--- src/rtl/cfgp_pkg.sv ---
package cfgp_pkg;
  typedef enum logic [1:0] {
    SZ_BYTE = 2'd0,
    SZ_HALF = 2'd1,
    SZ_WORD = 2'd2,
    SZ_RSVD = 2'd3
  } acc_size_e;

  typedef enum logic [1:0] {
    PK_NONE = 2'd0,
    PK_ADDR = 2'd1,
    PK_DATA = 2'd2
  } port_kind_e;

  typedef enum logic {
    ST_IDLE = 1'b0,
    ST_WAIT = 1'b1
  } br_state_e;
endpackage

--- src/rtl/cfgp_port_decode.sv ---
module cfgp_port_decode
  import cfgp_pkg::*;
#(
  parameter int               AW   = 16,
  parameter logic [AW-1:0]    BASE = 16'h0CF8
) (
  input  logic [AW-1:0] host_addr,
  output port_kind_e    kind,
  output logic [1:0]    offset
);
  localparam logic [AW-1:0] BLOCK_MASK = ~(AW'(7));

  always_comb begin
    offset = host_addr[1:0];
    kind   = PK_NONE;
    if ((host_addr & BLOCK_MASK) == (BASE & BLOCK_MASK)) begin
      kind = host_addr[2] ? PK_DATA : PK_ADDR;
    end
  end
endmodule

--- src/rtl/cfgp_addr_reg.sv ---
module cfgp_addr_reg #(
  parameter int DW = 32
) (
  input  logic          clk,
  input  logic          rst_n,
  input  logic          load_addr,
  input  logic          load_mode,
  input  logic [DW-1:0] wdata,
  input  logic          mode_bit,
  output logic [DW-1:0] addr_q,
  output logic          mode_q
);
  logic [DW-1:0] addr_d;
  logic          mode_d;

  always_comb begin
    addr_d = load_addr ? wdata : addr_q;
    mode_d = load_mode ? mode_bit : mode_q;
  end

  always_ff @(posedge clk or negedge rst_n) begin
    if (!rst_n) begin
      addr_q <= '0;
      mode_q <= 1'b0;
    end else begin
      if (load_addr) addr_q <= addr_d;
      if (load_mode) mode_q <= mode_d;
    end
  end
endmodule

--- src/rtl/cfgp_lane_steer.sv ---
module cfgp_lane_steer
  import cfgp_pkg::*;
#(
  parameter int DW = 32,
  parameter int NB = DW / 8,
  parameter int OW = $clog2(NB)
) (
  input  acc_size_e     size,
  input  logic [OW-1:0] off,
  input  logic [DW-1:0] wdata_in,
  input  logic [DW-1:0] rdata_in,
  output logic [NB-1:0] be_out,
  output logic [DW-1:0] wdata_out,
  output logic [DW-1:0] rdata_out
);
  logic [OW-1:0] shift;
  logic [OW:0]   nbytes;
  logic [NB-1:0] span;
  logic [DW-1:0] aligned;

  always_comb begin
    case (size)
      SZ_BYTE: begin
        shift  = off;
        nbytes = (OW+1)'(1);
      end
      SZ_HALF: begin
        shift  = {off[OW-1:1], 1'b0};
        nbytes = (OW+1)'(2);
      end
      default: begin
        shift  = '0;
        nbytes = (OW+1)'(NB);
      end
    endcase
  end

  for (genvar i = 0; i < NB; i++) begin : g_lane
    assign span[i]              = ((OW+1)'(i) < nbytes);
    assign rdata_out[8*i +: 8]  = span[i] ? aligned[8*i +: 8] : 8'h00;
  end

  assign be_out    = span << shift;
  assign wdata_out = wdata_in << {shift, 3'b000};
  assign aligned   = rdata_in >> {shift, 3'b000};
endmodule

--- src/rtl/cfg1_port_bridge.sv ---
module cfg1_port_bridge
  import cfgp_pkg::*;
#(
  parameter int                 HOST_AW   = 16,
  parameter int                 DW        = 32,
  parameter logic [HOST_AW-1:0] PORT_BASE = 16'h0CF8,
  parameter int                 BUS_W     = 8,
  parameter int                 FN_W      = 8,
  parameter int                 EXT_W     = 4
) (
  input  logic                   clk,
  input  logic                   rst_n,
  input  logic [HOST_AW-1:0]     host_addr,
  input  logic [1:0]             host_size,
  input  logic [DW-1:0]          host_wdata,
  input  logic                   host_rd,
  input  logic                   host_wr,
  output logic [DW-1:0]          host_rdata,
  output logic                   host_ack,
  output logic                   mode_sel,
  output logic                   cfg_req,
  output logic                   cfg_we,
  output logic [BUS_W-1:0]       cfg_bus,
  output logic [FN_W-1:0]        cfg_devfn,
  output logic [EXT_W+5:0]       cfg_reg,
  output logic [DW/8-1:0]        cfg_be,
  output logic [DW-1:0]          cfg_wdata,
  input  logic                   cfg_ack,
  input  logic [DW-1:0]          cfg_rdata,
  input  logic                   cfg_nodev
);
  localparam int NB     = DW / 8;
  localparam int EN_BIT = DW - 1;
  localparam int IDX_LO = 2;
  localparam int IDX_W  = 6;
  localparam int FN_LO  = IDX_LO + IDX_W;
  localparam int BUS_LO = FN_LO + FN_W;
  localparam int EXT_LO = BUS_LO + BUS_W;

  // reset: asynchronous assert, synchronous release
  logic [1:0] rst_pipe;
  logic       rst_l;
  always_ff @(posedge clk or negedge rst_n) begin
    if (!rst_n) rst_pipe <= '0;
    else        rst_pipe <= {rst_pipe[0], 1'b1};
  end
  assign rst_l = rst_pipe[1];

  // decode
  port_kind_e kind;
  logic [1:0] off;
  acc_size_e  hsize;
  logic       is_word, strobe, addr_hit, data_hit, issue, en;
  logic       load_addr, load_mode;
  logic [DW-1:0] addr_q;
  br_state_e  state_q, state_d;

  cfgp_port_decode #(.AW(HOST_AW), .BASE(PORT_BASE)) u_decode (
    .host_addr (host_addr),
    .kind      (kind),
    .offset    (off)
  );

  always_comb begin
    hsize     = acc_size_e'(host_size);
    is_word   = (hsize == SZ_WORD) || (hsize == SZ_RSVD);
    strobe    = (host_rd | host_wr) && (state_q == ST_IDLE);
    addr_hit  = strobe && (kind == PK_ADDR);
    data_hit  = strobe && (kind == PK_DATA);
    en        = addr_q[EN_BIT];
    load_addr = addr_hit && host_wr && is_word && (off == 2'd0);
    load_mode = addr_hit && host_wr && (hsize == SZ_BYTE) && (off == 2'd3);
    issue     = data_hit && en;
  end

  cfgp_addr_reg #(.DW(DW)) u_addr (
    .clk       (clk),
    .rst_n     (rst_l),
    .load_addr (load_addr),
    .load_mode (load_mode),
    .wdata     (host_wdata),
    .mode_bit  (host_wdata[0]),
    .addr_q    (addr_q),
    .mode_q    (mode_sel)
  );

  // request state
  logic          req_we_q;
  acc_size_e     req_size_q;
  logic [1:0]    req_off_q;
  logic [DW-1:0] req_wdata_q;
  logic [DW-1:0] rdata_aligned;

  always_comb begin
    state_d = state_q;
    case (state_q)
      ST_IDLE: if (issue)   state_d = ST_WAIT;
      ST_WAIT: if (cfg_ack) state_d = ST_IDLE;
      default:              state_d = ST_IDLE;
    endcase
  end

  always_ff @(posedge clk or negedge rst_l) begin
    if (!rst_l) begin
      state_q     <= ST_IDLE;
      req_we_q    <= 1'b0;
      req_size_q  <= SZ_BYTE;
      req_off_q   <= '0;
      req_wdata_q <= '0;
    end else begin
      state_q <= state_d;
      if (issue) begin
        req_we_q    <= host_wr;
        req_size_q  <= hsize;
        req_off_q   <= off;
        req_wdata_q <= host_wdata;
      end
    end
  end

  cfgp_lane_steer #(.DW(DW)) u_steer (
    .size      (req_size_q),
    .off       (req_off_q),
    .wdata_in  (req_wdata_q),
    .rdata_in  (cfg_rdata),
    .be_out    (cfg_be),
    .wdata_out (cfg_wdata),
    .rdata_out (rdata_aligned)
  );

  assign cfg_req   = (state_q == ST_WAIT);
  assign cfg_we    = req_we_q;
  assign cfg_bus   = addr_q[BUS_LO +: BUS_W];
  assign cfg_devfn = addr_q[FN_LO +: FN_W];
  assign cfg_reg   = {addr_q[EXT_LO +: EXT_W], addr_q[IDX_LO +: IDX_W]};

  // host response
  logic          ack_d;
  logic [DW-1:0] rdata_d;

  always_comb begin
    ack_d = addr_hit || (data_hit && !en) || (cfg_req && cfg_ack);
    if (cfg_req) begin
      rdata_d = (cfg_nodev || req_we_q) ? '1 : rdata_aligned;
    end else if (addr_hit && host_rd && is_word && (off == 2'd0)) begin
      rdata_d = addr_q;
    end else begin
      rdata_d = '1;
    end
  end

  always_ff @(posedge clk or negedge rst_l) begin
    if (!rst_l) begin
      host_ack   <= 1'b0;
      host_rdata <= '1;
    end else begin
      host_ack <= ack_d;
      if (ack_d) host_rdata <= rdata_d;
    end
  end

  // checks
  a_r10_req_hold: assert property (@(posedge clk) disable iff (!rst_l)
    (cfg_req && !cfg_ack) |=> (cfg_req && $stable(cfg_be) && $stable(cfg_wdata)
                               && $stable(cfg_reg) && $stable(cfg_we)));

  a_r8_req_needs_enable: assert property (@(posedge clk) disable iff (!rst_l)
    $rose(cfg_req) |-> ($past(host_rd || host_wr) && addr_q[EN_BIT]));

  a_r10_ack_after_handshake: assert property (@(posedge clk) disable iff (!rst_l)
    (cfg_req && cfg_ack) |=> (host_ack && !cfg_req));

  a_r3_addr_hold: assert property (@(posedge clk) disable iff (!rst_l)
    !(host_wr && (host_addr == PORT_BASE) && host_size[1]) |=> $stable(addr_q));

  a_r5_byte_single_lane: assert property (@(posedge clk) disable iff (!rst_l)
    (cfg_req && (req_size_q == SZ_BYTE)) |-> ($countones(cfg_be) == 1));

  a_r9_nodev_ones: assert property (@(posedge clk) disable iff (!rst_l)
    (cfg_req && cfg_ack && cfg_nodev && !cfg_we) |=> (host_rdata == '1));
endmodule

--- config.mk ---
export PLATFORM = sky130hd
export DESIGN_NAME = cfg1_port_bridge
export DESIGN_NICKNAME = d
export VERILOG_FILES = /design/src/rtl/cfgp_pkg.sv /design/src/rtl/cfgp_port_decode.sv /design/src/rtl/cfgp_addr_reg.sv /design/src/rtl/cfgp_lane_steer.sv /design/src/rtl/cfg1_port_bridge.sv
export SDC_FILE = /design/constraint.sdc
export NUM_CORES = 1
export LEC_CHECK = 0
export CAP_MARGIN = 20
export CORE_MARGIN = 5
export CORE_UTILIZATION = 52
export CTS_BUF_LIST = sky130_fd_sc_hd__clkbuf_4 sky130_fd_sc_hd__clkbuf_8
export DETAILED_ROUTE_END_ITERATION = 6
export PLACE_DENSITY = 0.93
export SLEW_MARGIN = 10
export SYNTH_ARGS = -nofsm -noshare
export SYNTH_HDL_FRONTEND = slang
export SYNTH_HIERARCHICAL = 1
export SYNTH_SLANG_ARGS = --single-unit
--- constraint.sdc ---
create_clock -name clk -period 6.66 [get_ports clk]
set_input_delay 1.332 -clock clk [delete_from_list [all_inputs] [get_ports clk]]
set_output_delay 1.332 -clock clk [all_outputs]
set_load 0.02 [all_outputs]
==> impl_metrics.env <==
export IMPL_cts_buffer_depth=2
export IMPL_fin_ws_ns=1.56
export IMPL_synth_seq_cells=106
export IMPL_synth_area_um2=5760
export IMPL_hold_viol=0
export IMPL_critPathRequiredTime_ns=5.33
export IMPL_syn2layout_area_growth_pct=35.5
export IMPL_cap_violations=0
export IMPL_status="finished clean"
export IMPL_syn_area_per_cell_um2=11.9
export IMPL_cts_hold_buffers=0
export IMPL_postPlaceCellArea_um2=7600
export IMPL_totalWireLength_um=18000
export IMPL_numCtsBuffers=9
export IMPL_clkPwrFrac=0.332
export IMPL_synth_area_leaders="dfrtp_1 32%, dfstp_2 15%, mux2i_1 14%"
export IMPL_fmax_mhz=196
export IMPL_holdWs_ns=0.367
export IMPL_insertion_delay_ns=0.36
export IMPL_p_sw_uw=285
export IMPL_drtIter0Drc=489
export IMPL_synth_top_area_frac=0.321
export IMPL_synthFlopType="dfrtp_1"
export IMPL_die_h_um=115
export IMPL_fill_cells=777
export IMPL_grt_pass1_wl_um=27100
export IMPL_clk_pin_slew_ns=0.11
export IMPL_cts_root_buf="clkbuf_8"
export IMPL_fin_util=0.720
export IMPL_instances_no_fill=798
export IMPL_fin_nets=742
export IMPL_cts_resized=0
export IMPL_synth_cells=484
export IMPL_synth_warnings=6
export IMPL_die_area_um2=13300
export IMPL_syn_nets=573
export IMPL_power_density_nw_per_um2=149
export IMPL_ir_drop_uv=108
export IMPL_synth_yosys_seq_area_share=0.467
export IMPL_rsz0062_at_grt="false"
export IMPL_worstPathMaxFanout=11
export IMPL_layout_min_cycle_time_ns=5.10
export IMPL_cts_tree="yes"
export IMPL_start_util=0.532
export IMPL_yosysUniqueCellTypes=37
export IMPL_gr_usage_all_layers=0.269
export IMPL_antenna_found_initial=0
export IMPL_p_int_uw=878
export IMPL_hpwl_um=13200
export IMPL_gr_total_overflow=0
export IMPL_gp_congestion=0.876
export IMPL_io_buffer_count=185
export IMPL_p_leak_nw=3.89
export IMPL_pwr_share_comb=0.095
export IMPL_synth_top_cell_by_area="dfrtp_1"
export IMPL_design_area_um2=7810
export IMPL_clock_sinks=106
export IMPL_die_w_um=115
export IMPL_ant_nets=0
export IMPL_coreArea_um2=10800
export IMPL_hold_path_class="reg -> async"
export IMPL_crit_path_end_kind="output port"
export IMPL_ios=186
export IMPL_grt_pass1_vias=4808
export IMPL_grt_max_degree=56
export IMPL_synthArstFlopShare=1.00
export IMPL_htree_levels=3
export IMPL_drtPass1Iterations=6
export IMPL_cp_start_kind="register"
export IMPL_finClkSkew_ns=0.0173
export IMPL_dp_cells=781
export IMPL_relSlewSlack=0.231
export IMPL_final_layout_size_suffix_gt1_frac=0.208
export IMPL_post_cts_setup_buffer_count=0
export IMPL_finalSetupViolations=0
export IMPL_drt_drc_violations_left=0
export IMPL_design_power_total_mw=1.16
export IMPL_worst_pin_slew_ns=1.15
export IMPL_rows=38
export IMPL_arrival_ns=3.77
export IMPL_vias=4654
export IMPL_seqPwrFrac=0.573
export IMPL_period_share=0.766
export IMPL_p_sw_frac=0.245
export IMPL_antenna_cells=0
export IMPL_crit_type="reg -> out"
export IMPL_preCtsSetupSlack_ns=2.00
export IMPL_viasPerCell=5.83
export IMPL_synth_edf_count=0
export IMPL_setup_tns_ns=0
export IMPL_drv_slew=0
export IMPL_wl_per_cell_um=22.5
==> flip-flops by register name, summed over array words and instances, names as in the netlist <==
signal and count:
req_size_q 2, cfg_req 1, u_addr/mode_q 1, host_rdata 32
req_off_q 2, u_addr/addr_q 32, cfg_we 1, req_wdata_q 32
host_ack 1, rst_pipe 2
==> cells in the final DEF (no fill, tap or decap), drive strengths merged, types with 2 or more instances in the layout <==
cell type and n:
nor2b 8, clkinv 3, and3 8, o22ai 32
a21oi 18, mux2 70, nand2 38, inv 39
nand2b 4, buf 9, mux2i 81, clkdlybuf4s50 185
o2bb2ai 8, nor2 17, dfrtp 74, clkbuf 11
nand4bb 2, nor4 3, dfstp 32, o21ai 2
nor3b 3
==> layout make-up <==
class                   instances  area (um2)  area share
well taps                     140         175      0.0224
clock inverters                 5        46.3     0.00593
clock buffers                  11         145      0.0186
multi-input cells             305        2680       0.343
inverters                      37         139      0.0178
repair buffers                194        1930       0.247
flip-flops and latches        106        2700       0.345
==> per-layer routing <==
layer,vias to the layer above,GRT usage,share of wire,routed length (um)
li1,2031,-,-,-
met1,2308,0.352,0.39,7050
met2,279,0.455,0.50,8950
met3,36,0.0542,0.086,1540
met4,0,0.0736,0.025,446
met5,-,0,0,0
==> power by group through the flow <==
stage	Combinational (mW)	Clock (mW)	Sequential, mW
after floorplan	0.0154	0	0.689
after global placement	0.108	0	0.678
after detailed placement	0.110	0	0.678
after CTS	0.111	0.393	0.666
after global routing	0.117	0.422	0.668
final	0.110	0.386	0.666
==> critical path, cell delays in order, from the launching register on <==
cell and delay (ns):
dfrtp_1 0.49, nor2_1 0.57, inv_1 0.16, ha_1 0.37
nand2b_1 0.21, a21oi_1 0.91, nor2b_1 0.12, clkdlybuf4s50_1 0.60
==> synthesized netlist by cell type (2+ instances only) <==
library cell	number
nor4_1	2
buf_4	6
inv_1	37
o2bb2ai_1	8
o21ai_0	2
nor2b_1	8
nor3b_2	2
buf_12	3
nand2_1	38
clkbuf_1	10
buf_2	10
mux2_2	21
nand4bb_1	2
mux2_4	49
mux2i_1	81
dfrtp_1	74
nor2_1	16
o22ai_1	32
nand2b_1	4
and3_1	8
a21oi_1	18
buf_6	7
dfstp_2	32
==> cells by family after synthesis <==
| group | synth area share |
|---|---|
| adder cells (fa/ha/maj) | 0.00217 |
| AO/OA/AOI/OAI | 0.0658 |
| flip-flops | 0.467 |
| AND/OR/NAND/NOR | 0.0836 |
| other | 0.000651 |
| multiplexers | 0.309 |
| buffers and inverters | 0.0712 |
==> worst paths after layout <==
check                                        end  slack (ns)           from  cells past startpoint
worst max-delay path                cfg_wdata[3]        1.56  req_size_q[1]                      7
worst min-delay path            u_addr/addr_q[1]        0.37    rst_pipe[1]                      0
worst max register to register    host_rdata[14]        3.50  req_size_q[1]                      9
worst min register to register  u_addr/addr_q[1]        0.37    rst_pipe[1]                      0
max in group asynchronous        req_wdata_q[27]        5.10    rst_pipe[1]                      1
min in group clk                     rst_pipe[1]        0.37    rst_pipe[0]                      0
No activity file was read; power rests on OpenSTA's default activity.
